--- config.mk ---
export PLATFORM = sky130hd
export DESIGN_NAME = mctx_lut_array
export DESIGN_NICKNAME = d
export VERILOG_FILES = /design/src/rtl/mctx_pkg.sv /design/src/rtl/mctx_cfg_store.sv /design/src/rtl/mctx_lut_eval.sv /design/src/rtl/mctx_cell.sv /design/src/rtl/mctx_lut_array.sv
export SDC_FILE = /design/constraint.sdc
export NUM_CORES = 1
export LEC_CHECK = 0
export BUFFER_PORTS_ARGS = -buffer_cell sky130_fd_sc_hd__buf_2
export CORE_AREA = 8 8 145 147
export CTS_BUF_LIST = sky130_fd_sc_hd__clkbuf_8 sky130_fd_sc_hd__clkbuf_16
export CTS_CLUSTER_DIAMETER = 80
export CTS_CLUSTER_SIZE = 28
export DETAILED_ROUTE_END_ITERATION = 12
export DIE_AREA = 0 0 153 155
export MAX_ROUTING_LAYER = met4
export PLACE_DENSITY = 0.5
export SLEW_MARGIN = 20
export SYNTH_ARGS = -nofsm -noshare
export SYNTH_HDL_FRONTEND = slang
export SYNTH_HIERARCHICAL = 1
export SYNTH_SLANG_ARGS = --single-unit
--- constraint.sdc ---
create_clock -name clk -period 1.5 [get_ports clk]
set_input_delay 0.15 -clock clk [delete_from_list [all_inputs] [get_ports clk]]
set_output_delay 0.15 -clock clk [all_outputs]
set_load 0.01 [all_outputs]
--- src/rtl/mctx_pkg.sv ---
package mctx_pkg;

   // Width of an index that selects one of n items, at least one bit.
   function automatic int idx_width(input int n);
      return (n > 1) ? $clog2(n) : 1;
   endfunction

   // Number of bits in a lookup-table word for a given input count.
   function automatic int word_width(input int inputs);
      return 1 << inputs;
   endfunction

endpackage

--- src/rtl/mctx_cfg_store.sv ---
module mctx_cfg_store #(
   parameter int NUM_CTX = 2,
   parameter int WORD_W  = 16,
   parameter int CTX_W   = 1
) (
   input  logic              clk,
   input  logic              rst_n,
   input  logic              wr_en,
   input  logic [CTX_W-1:0]  wr_ctx,
   input  logic [WORD_W-1:0] wr_data,
   input  logic [CTX_W-1:0]  rd_ctx,
   output logic [WORD_W-1:0] rd_word
);

   logic [WORD_W-1:0] words [NUM_CTX];

   for (genvar k = 0; k < NUM_CTX; k++) begin : g_slot
      always_ff @(posedge clk or negedge rst_n) begin
         if (!rst_n) begin
            words[k] <= '0;
         end else if (wr_en && (wr_ctx == CTX_W'(k))) begin
            words[k] <= wr_data;
         end
      end
   end

   // Read side: a context index with no slot reads as all zeros.
   always_comb begin
      rd_word = '0;
      for (int k = 0; k < NUM_CTX; k++) begin
         if (rd_ctx == CTX_W'(k)) begin
            rd_word = words[k];
         end
      end
   end

endmodule

--- src/rtl/mctx_lut_eval.sv ---
module mctx_lut_eval #(
   parameter int LUT_INPUTS = 4,
   parameter int WORD_W     = 16
) (
   input  logic [WORD_W-1:0]     word_i,
   input  logic [LUT_INPUTS-1:0] addr_i,
   output logic                  bit_o
);

   assign bit_o = word_i[addr_i];

endmodule

--- src/rtl/mctx_cell.sv ---
module mctx_cell #(
   parameter int NUM_CTX    = 2,
   parameter int LUT_INPUTS = 4,
   parameter int WORD_W     = 16,
   parameter int CTX_W      = 1
) (
   input  logic                  clk,
   input  logic                  rst_n,
   input  logic [LUT_INPUTS-1:0] data_i,
   input  logic [CTX_W-1:0]      ctx_i,
   input  logic                  wr_en_i,
   input  logic [CTX_W-1:0]      wr_ctx_i,
   input  logic [WORD_W-1:0]     wr_data_i,
   output logic                  q_o
);

   logic [WORD_W-1:0] cur_word;
   logic              lut_bit;

   mctx_cfg_store #(
      .NUM_CTX (NUM_CTX),
      .WORD_W  (WORD_W),
      .CTX_W   (CTX_W)
   ) store_i (
      .clk     (clk),
      .rst_n   (rst_n),
      .wr_en   (wr_en_i),
      .wr_ctx  (wr_ctx_i),
      .wr_data (wr_data_i),
      .rd_ctx  (ctx_i),
      .rd_word (cur_word)
   );

   mctx_lut_eval #(
      .LUT_INPUTS (LUT_INPUTS),
      .WORD_W     (WORD_W)
   ) eval_i (
      .word_i (cur_word),
      .addr_i (data_i),
      .bit_o  (lut_bit)
   );

   // The registered output samples the word as stored before this edge, so a
   // same-edge write into the selected context is seen one cycle later.
   always_ff @(posedge clk or negedge rst_n) begin
      if (!rst_n) begin
         q_o <= 1'b0;
      end else begin
         q_o <= lut_bit;
      end
   end

endmodule

--- src/rtl/mctx_lut_array.sv ---
module mctx_lut_array
   import mctx_pkg::*;
#(
   parameter int NUM_CELLS  = 4,
   parameter int NUM_CTX    = 2,
   parameter int LUT_INPUTS = 4,
   localparam int WORD_W    = word_width(LUT_INPUTS),
   localparam int CTX_W     = idx_width(NUM_CTX),
   localparam int CELL_W    = idx_width(NUM_CELLS)
) (
   input  logic                            clk,
   input  logic                            rst_n,
   input  logic [NUM_CELLS*LUT_INPUTS-1:0] lut_in,
   input  logic [CTX_W-1:0]                ctx_id,
   input  logic                            cfg_we,
   input  logic [CELL_W-1:0]               cfg_cell,
   input  logic [CTX_W-1:0]                cfg_ctx,
   input  logic [WORD_W-1:0]               cfg_data,
   output logic [NUM_CELLS-1:0]            lut_out
);

   // Elaboration-time parameter checks.
   if (NUM_CELLS < 1) begin : g_bad_cells
      $error("mctx_lut_array: NUM_CELLS must be at least 1");
   end
   if (NUM_CTX < 1) begin : g_bad_ctx
      $error("mctx_lut_array: NUM_CTX must be at least 1");
   end
   if ((LUT_INPUTS < 1) || (LUT_INPUTS > 6)) begin : g_bad_inputs
      $error("mctx_lut_array: LUT_INPUTS must lie in 1..6");
   end

   for (genvar c = 0; c < NUM_CELLS; c++) begin : g_cell
      logic cell_we;

      assign cell_we = cfg_we && (cfg_cell == CELL_W'(c));

      mctx_cell #(
         .NUM_CTX    (NUM_CTX),
         .LUT_INPUTS (LUT_INPUTS),
         .WORD_W     (WORD_W),
         .CTX_W      (CTX_W)
      ) cell_i (
         .clk       (clk),
         .rst_n     (rst_n),
         .data_i    (lut_in[c*LUT_INPUTS +: LUT_INPUTS]),
         .ctx_i     (ctx_id),
         .wr_en_i   (cell_we),
         .wr_ctx_i  (cfg_ctx),
         .wr_data_i (cfg_data),
         .q_o       (lut_out[c])
      );
   end

endmodule

Word level (Yosys, flattened, before mapping) --
Cells that the tools add are included.
Word-level totals: bits in registers 132, input bits 39, output and inout port bits 4, word-level logic and storage cells 45
Operators by class: order comparisons 4, equality and inequality tests 3, multiplexer cells 12, bitwise gates (word level) 1, reductions and logical operators 13
Operator list (count):
- $mux 16 | 4
- $lt 4x5->1 const B | 4
- $bmux 1 s4 | 4
- $logic_and 1x1->1 | 12
- $eq 2x2->1 const B | 2
- $mux 1 | 4
- $eq 2x1->1 const B | 1
- $logic_not 2->1 | 1
- $not 1->1 | 1

Longest topological paths before layout --
depth after elaboration 3, mapped depth 6, depth with buffers taken out 4

Hierarchy --
The synthesis kept the hierarchy.
By module, submodules not included:
- mctx_cfg_store | times used 4, cells an instance 87, area each 1442.6 µm², sequential area each 800.8 µm²
- mctx_lut_eval | times used 4, cells an instance 7, area each 135.1 µm², sequential area each 0.0 µm²
- mctx_cell | times used 4, cells an instance 1, area each 25.0 µm², sequential area each 25.0 µm²
- mctx_lut_array | times used 1, cells an instance 4, area each 37.5 µm², sequential area each 0.0 µm²

Worst setup path before layout --
Ideal clock, no wire load.
kind input-to-reg, from in ctx_id, to reg g_cell[0].cell_i.q_o, library setup time 0.126 ns, arrival 1.539 ns, data required time 1.374 ns, setup slack -0.165 ns, cell stages on the path 6, buffers on the path 2, cell sequence buf_2 -> buf_2 -> mux2_2 -> mux4_1 -> mux2i_1 -> mux2i_1
On the way: longest elaborated chain between the ends 3
Ends and longest elaborated chain:
- from (decl) | RTL line mctx_lut_array.sv:14 | input logic [CTX_W-1:0] ctx_id,
- $mux 16 | RTL line mctx_cfg_store.sv:31 | if (rd_ctx == CTX_W'(k)) begin
- via g_cell[0].cell_i.cur_word[9] | RTL line mctx_cell.sv:17 | logic [WORD_W-1:0] cur_word;
- $bmux 1 s4 | RTL line mctx_lut_eval.sv:10 | assign bit_o = word_i[addr_i];
- $mux 1 (not written as such) | RTL line mctx_lut_eval.sv:10
- via g_cell[0].cell_i.lut_bit | RTL line mctx_cell.sv:18 | logic lut_bit;
- to (signal assigned) | RTL line mctx_cell.sv:49 | q_o <= lut_bit;
- to (decl) | RTL line mctx_cell.sv:14 | output logic q_o
The timed path passes the listed nets, and every way through them passes these cells. The select of a mux whose other input is x is not followed. A chain may end at the register's enable or synchronous reset.

Worst setup path after layout --
from reg g_cell[2].cell_i/store_i/words[31] in the netlist's numbering, to reg g_cell[2].cell_i.q_o
On the way: longest elaborated chain between the ends 3
Ends and longest elaborated chain:
- from (decl) | RTL line mctx_cfg_store.sv:15 | logic [WORD_W-1:0] words [NUM_CTX];
- from (signal, indexed assignment) | RTL line mctx_cfg_store.sv:22 | words[k] <= wr_data;
- $mux 16 | RTL line mctx_cfg_store.sv:31
- via g_cell[2].cell_i.cur_word[15] | RTL line mctx_cell.sv:17
- $bmux 1 s4 | RTL line mctx_lut_eval.sv:10
- $mux 1 (not written as such) | RTL line mctx_lut_eval.sv:10
- via g_cell[2].cell_i.lut_bit | RTL line mctx_cell.sv:18
- to (signal assigned) | RTL line mctx_cell.sv:49
- to (decl) | RTL line mctx_cell.sv:14
The timed path passes the listed nets, and every way through them passes these cells. The select of a mux whose other input is x is not followed.

==> summary.log <==
INFO  run_status     status=finished, violations left
INFO  run_status     violations=setup timing
INFO  routing        drt-pass1-iter-count=4
INFO  routing        routed_wirelength=14.3mm
INFO  clock_network  cts_made_buffers=17
INFO  clock_network  tritoncts_clock_tree=built
INFO  setup_path     critical_path_required=1.81ns
INFO  sta            fin_crit_sh=100%
INFO  grt            first_pass_grt_wire_length=22.9mm
INFO  placed_design  place_congestion=0.716
INFO  sta            rsz0062_at_grt=true
INFO  placed_design  place_worst_setup_slack=-0.336ns
INFO  cells_and_area layout.cell_area.non_filler=7710squm
INFO  routing        routed_wire_length_per_instance=20.4um
INFO  sta            worstMarginPinSlew=0.310ns
INFO  placed_design  placed_cells_incl_taps=663
INFO  sta            worst_case_headroom_to_the_max_slew_limit=79.3%
INFO  floorplanning  count_of_standard_cell_rows=51
INFO  routing        drt_iter0_markers=125
INFO  setup_path     critPathMostFrequentCell=mux2i_1
INFO  grt            overflow=0
INFO  cells_and_area final_layout_size_suffix_gt1_share=67.1%
INFO  routing        avgViaCountPerCell=4.86
INFO  logic_synthesis synth_area_leaders=dfrtp_1 (51%), mux2_2 (27%), mux2_4 (9.3%)
INFO  floorplanning  fp.dieH=155um
INFO  logic_synthesis ys_seq_elements=132
INFO  sta            worst_clock_skew=0.00846ns
INFO  setup_path     largest_stage_delay_on_the_critical_path=0.50ns
INFO  setup_path     setup.worst_path.end_class=flip-flop
INFO  floorplanning  die_area=23,700squm
INFO  logic_synthesis netlist_instances=384
INFO  sta            maximum_clock_rate=666MHz
INFO  power_and_ir_drop cellPowerDensity=1440nW/um^2
INFO  sta            timing_hold_violations_final=0
INFO  cells_and_area final_nets=491
INFO  clock_network  clock_sink_count=132
INFO  placed_design  dpl.hpwl=9.59mm
INFO  logic_synthesis post_synth_num_cell_types=12
INFO  setup_path     timing.setup.critical_path_class=reg -> reg
INFO  logic_synthesis yosysWarningCount=6
INFO  placed_design  portBuffers=42
INFO  logic_synthesis postSynthAreaPerCell=16.8squm
INFO  cells_and_area mostFrequentLayoutCells=mux2_2 (149), dfrtp_1 (132), mux2_4 (43)
INFO  setup_path     crit_path_top_delay_cell=mux4_2
INFO  logic_synthesis seq_area_frac_synth=51.2%
INFO  routing        drc=0
INFO  logic_synthesis synth_top_area_share=51.2%
INFO  routing        vias=3,419
INFO  grt            global_route.usage.total=13.2%
INFO  logic_synthesis synth_top_area_cell=dfrtp_1
INFO  setup_path     timing.critical_path.arrival=1.81ns
INFO  power_and_ir_drop power.leakage=3.39nW
INFO  clock_network  clk_pin_slew_worst_paths=0.06ns
INFO  sta            worst_slack=-0.000485ns
INFO  setup_path     critical_path.startpoint_type=flip-flop
INFO  grt            grt_start_max_net_pins=55
INFO  sta            timing.final.crit_period=1.50ns
INFO  clock_network  clock_tree.htree_level_count=4
INFO  power_and_ir_drop power.ir.vdd_worst=0.911mV
INFO  flow_run       cap_violations=0
INFO  cells_and_area final_common_cell=mux2_2
INFO  cells_and_area finish.cell_count_without_fillers=703
INFO  clock_network  insertion_delay=0.43ns
INFO  routing        ant_nets=0
INFO  sta            final-max-slew-violation-count=0
INFO  sta            hold-worst-slack=0.0663ns
INFO  setup_path     critical_path.cell_chain=mux2_4 > mux4_2 > mux2i_1 > mux2i_1
INFO  power_and_ir_drop total_power=0.0111W
INFO  grt            antenna_found_initial=0
INFO  logic_synthesis netlist_area=6450squm
INFO  placed_design  placedInstanceArea=7060squm
INFO  floorplanning  io_pins=43
INFO  setup_path     cp_num_buf_inv=0
INFO  floorplanning  initial_utilization=34.0%
INFO  grt            first_global_vias=3,902
INFO  setup_path     critical_path.max_fanout=2
INFO  sta            final-setup-viol-count=1
INFO  clock_network  clockBufferDepth=2
INFO  floorplanning  floorplan.die.width=153um
INFO  cells_and_area syn_to_final_growth=19.5%
INFO  setup_path     top_delay_family_on_crit_path=multiplexers
INFO  floorplanning  fp.coreArea=19,000squm
INFO  logic_synthesis synth_fp_nets=423
INFO  cells_and_area antenna-diode-count=0
INFO  clock_network  clock-root-buffer=clkbuf_16
INFO  min_path       hold_class=in -> reg
## path summary, 6_finish.rpt
kind	from	end	slack (ns)	cells after the start
worst max-delay path	g_cell[2].cell_i/store_i/words[31]	g_cell[2].cell_i/q_o	-0.0005	4
worst min-delay path	lut_in[11]	g_cell[2].cell_i/q_o	0.07	3
worst max register to register	g_cell[2].cell_i/store_i/words[31]	g_cell[2].cell_i/q_o	-0.0005	4
worst min register to register	g_cell[2].cell_i/store_i/words[1]	g_cell[2].cell_i/store_i/words[1]	0.50	1
max in group asynchronous	rst_n	g_cell[3].cell_i/store_i/words[25]	0.87	3
min in group asynchronous	rst_n	g_cell[2].cell_i/store_i/words[12]	0.10	2
## cells by family (layout without fill, tap and decap cells)
| kind of cell | after synthesis | in the layout | share of synthesized area [%] |
|---|---|---|---|
| buffers and inverters | 20 | 101 | 2.72 |
| DFF | 132 | 132 | 51.2 |
| muxes | 220 | 220 | 44.2 |
| and+or+nand+nor | 12 | 12 | 1.82 |
## area by class of cell
type / count / area [sq um]
Fill cell: 1708 / 11200
Clock buffer: 19 / 453
Clock inverter: 13 / 140
Timing Repair Buffer: 69 / 591
Multi-Input combinational cell: 232 / 2920
Tap cell: 238 / 298
Sequential cell: 132 / 3300
## synth_stat cells (all sizes together)
library cell	n
mux2	192
dfrtp	132
buf	20
mux4	16
mux2i	12
nand2	4
nor2b	4
and3b	2
and3	1
nor3b	1
## metal layers
metal | global-route usage (%) | vias to the layer above | part of all wire (%) | routed length (um)
li1 | - | 1564 | - | -
met1 | 16.4 | 1805 | 47 | 6730
met2 | 20.9 | 34 | 50 | 7160
met3 | 3.02 | 16 | 1.8 | 263
met4 | 4.67 | 0 | 1.3 | 180
met5 | - | - | 0 | 0
## sequential cells by signal, summed over array words and instances (netlist names)
signal                       flops
g_cell.cell_i/store_i/words    128
g_cell.cell_i/q_o                4
## power breakdown
part,internal (W),switching (W),leakage (nW)
sequential,0.00436,0.000397,1.58
combinational,0.00145,0.000735,1.50
clock,0.00266,0.00150,0.304
total,0.00847,0.00263,3.39
## timing repair
item / in CTS / in global routing
endpoints found under the hold margin: 136 / 0
resized for setup: 7 / 4
buffers inserted: 1 / 2
setup endpoints to repair: 4 / 4
hold buffers: 5 / 0
## worst reg2reg max path, stage by stage (launching register included)
cell,delay [ns]
dfrtp_1,0.38
mux2_4,0.27
mux4_2,0.50
mux2i_1,0.15
mux2i_1,0.09
## metrics by stage
step | TNS (ns) | util (%)
finish | -0.000485 | 40.7
global route | -0.239 | 40.7
CTS | 0 | 40.5
detailed placement | -1.28 | 37.2
global placement | -1.26 | 37.2
floorplan | 0 | -
Power figures use the tool's default switching activity.
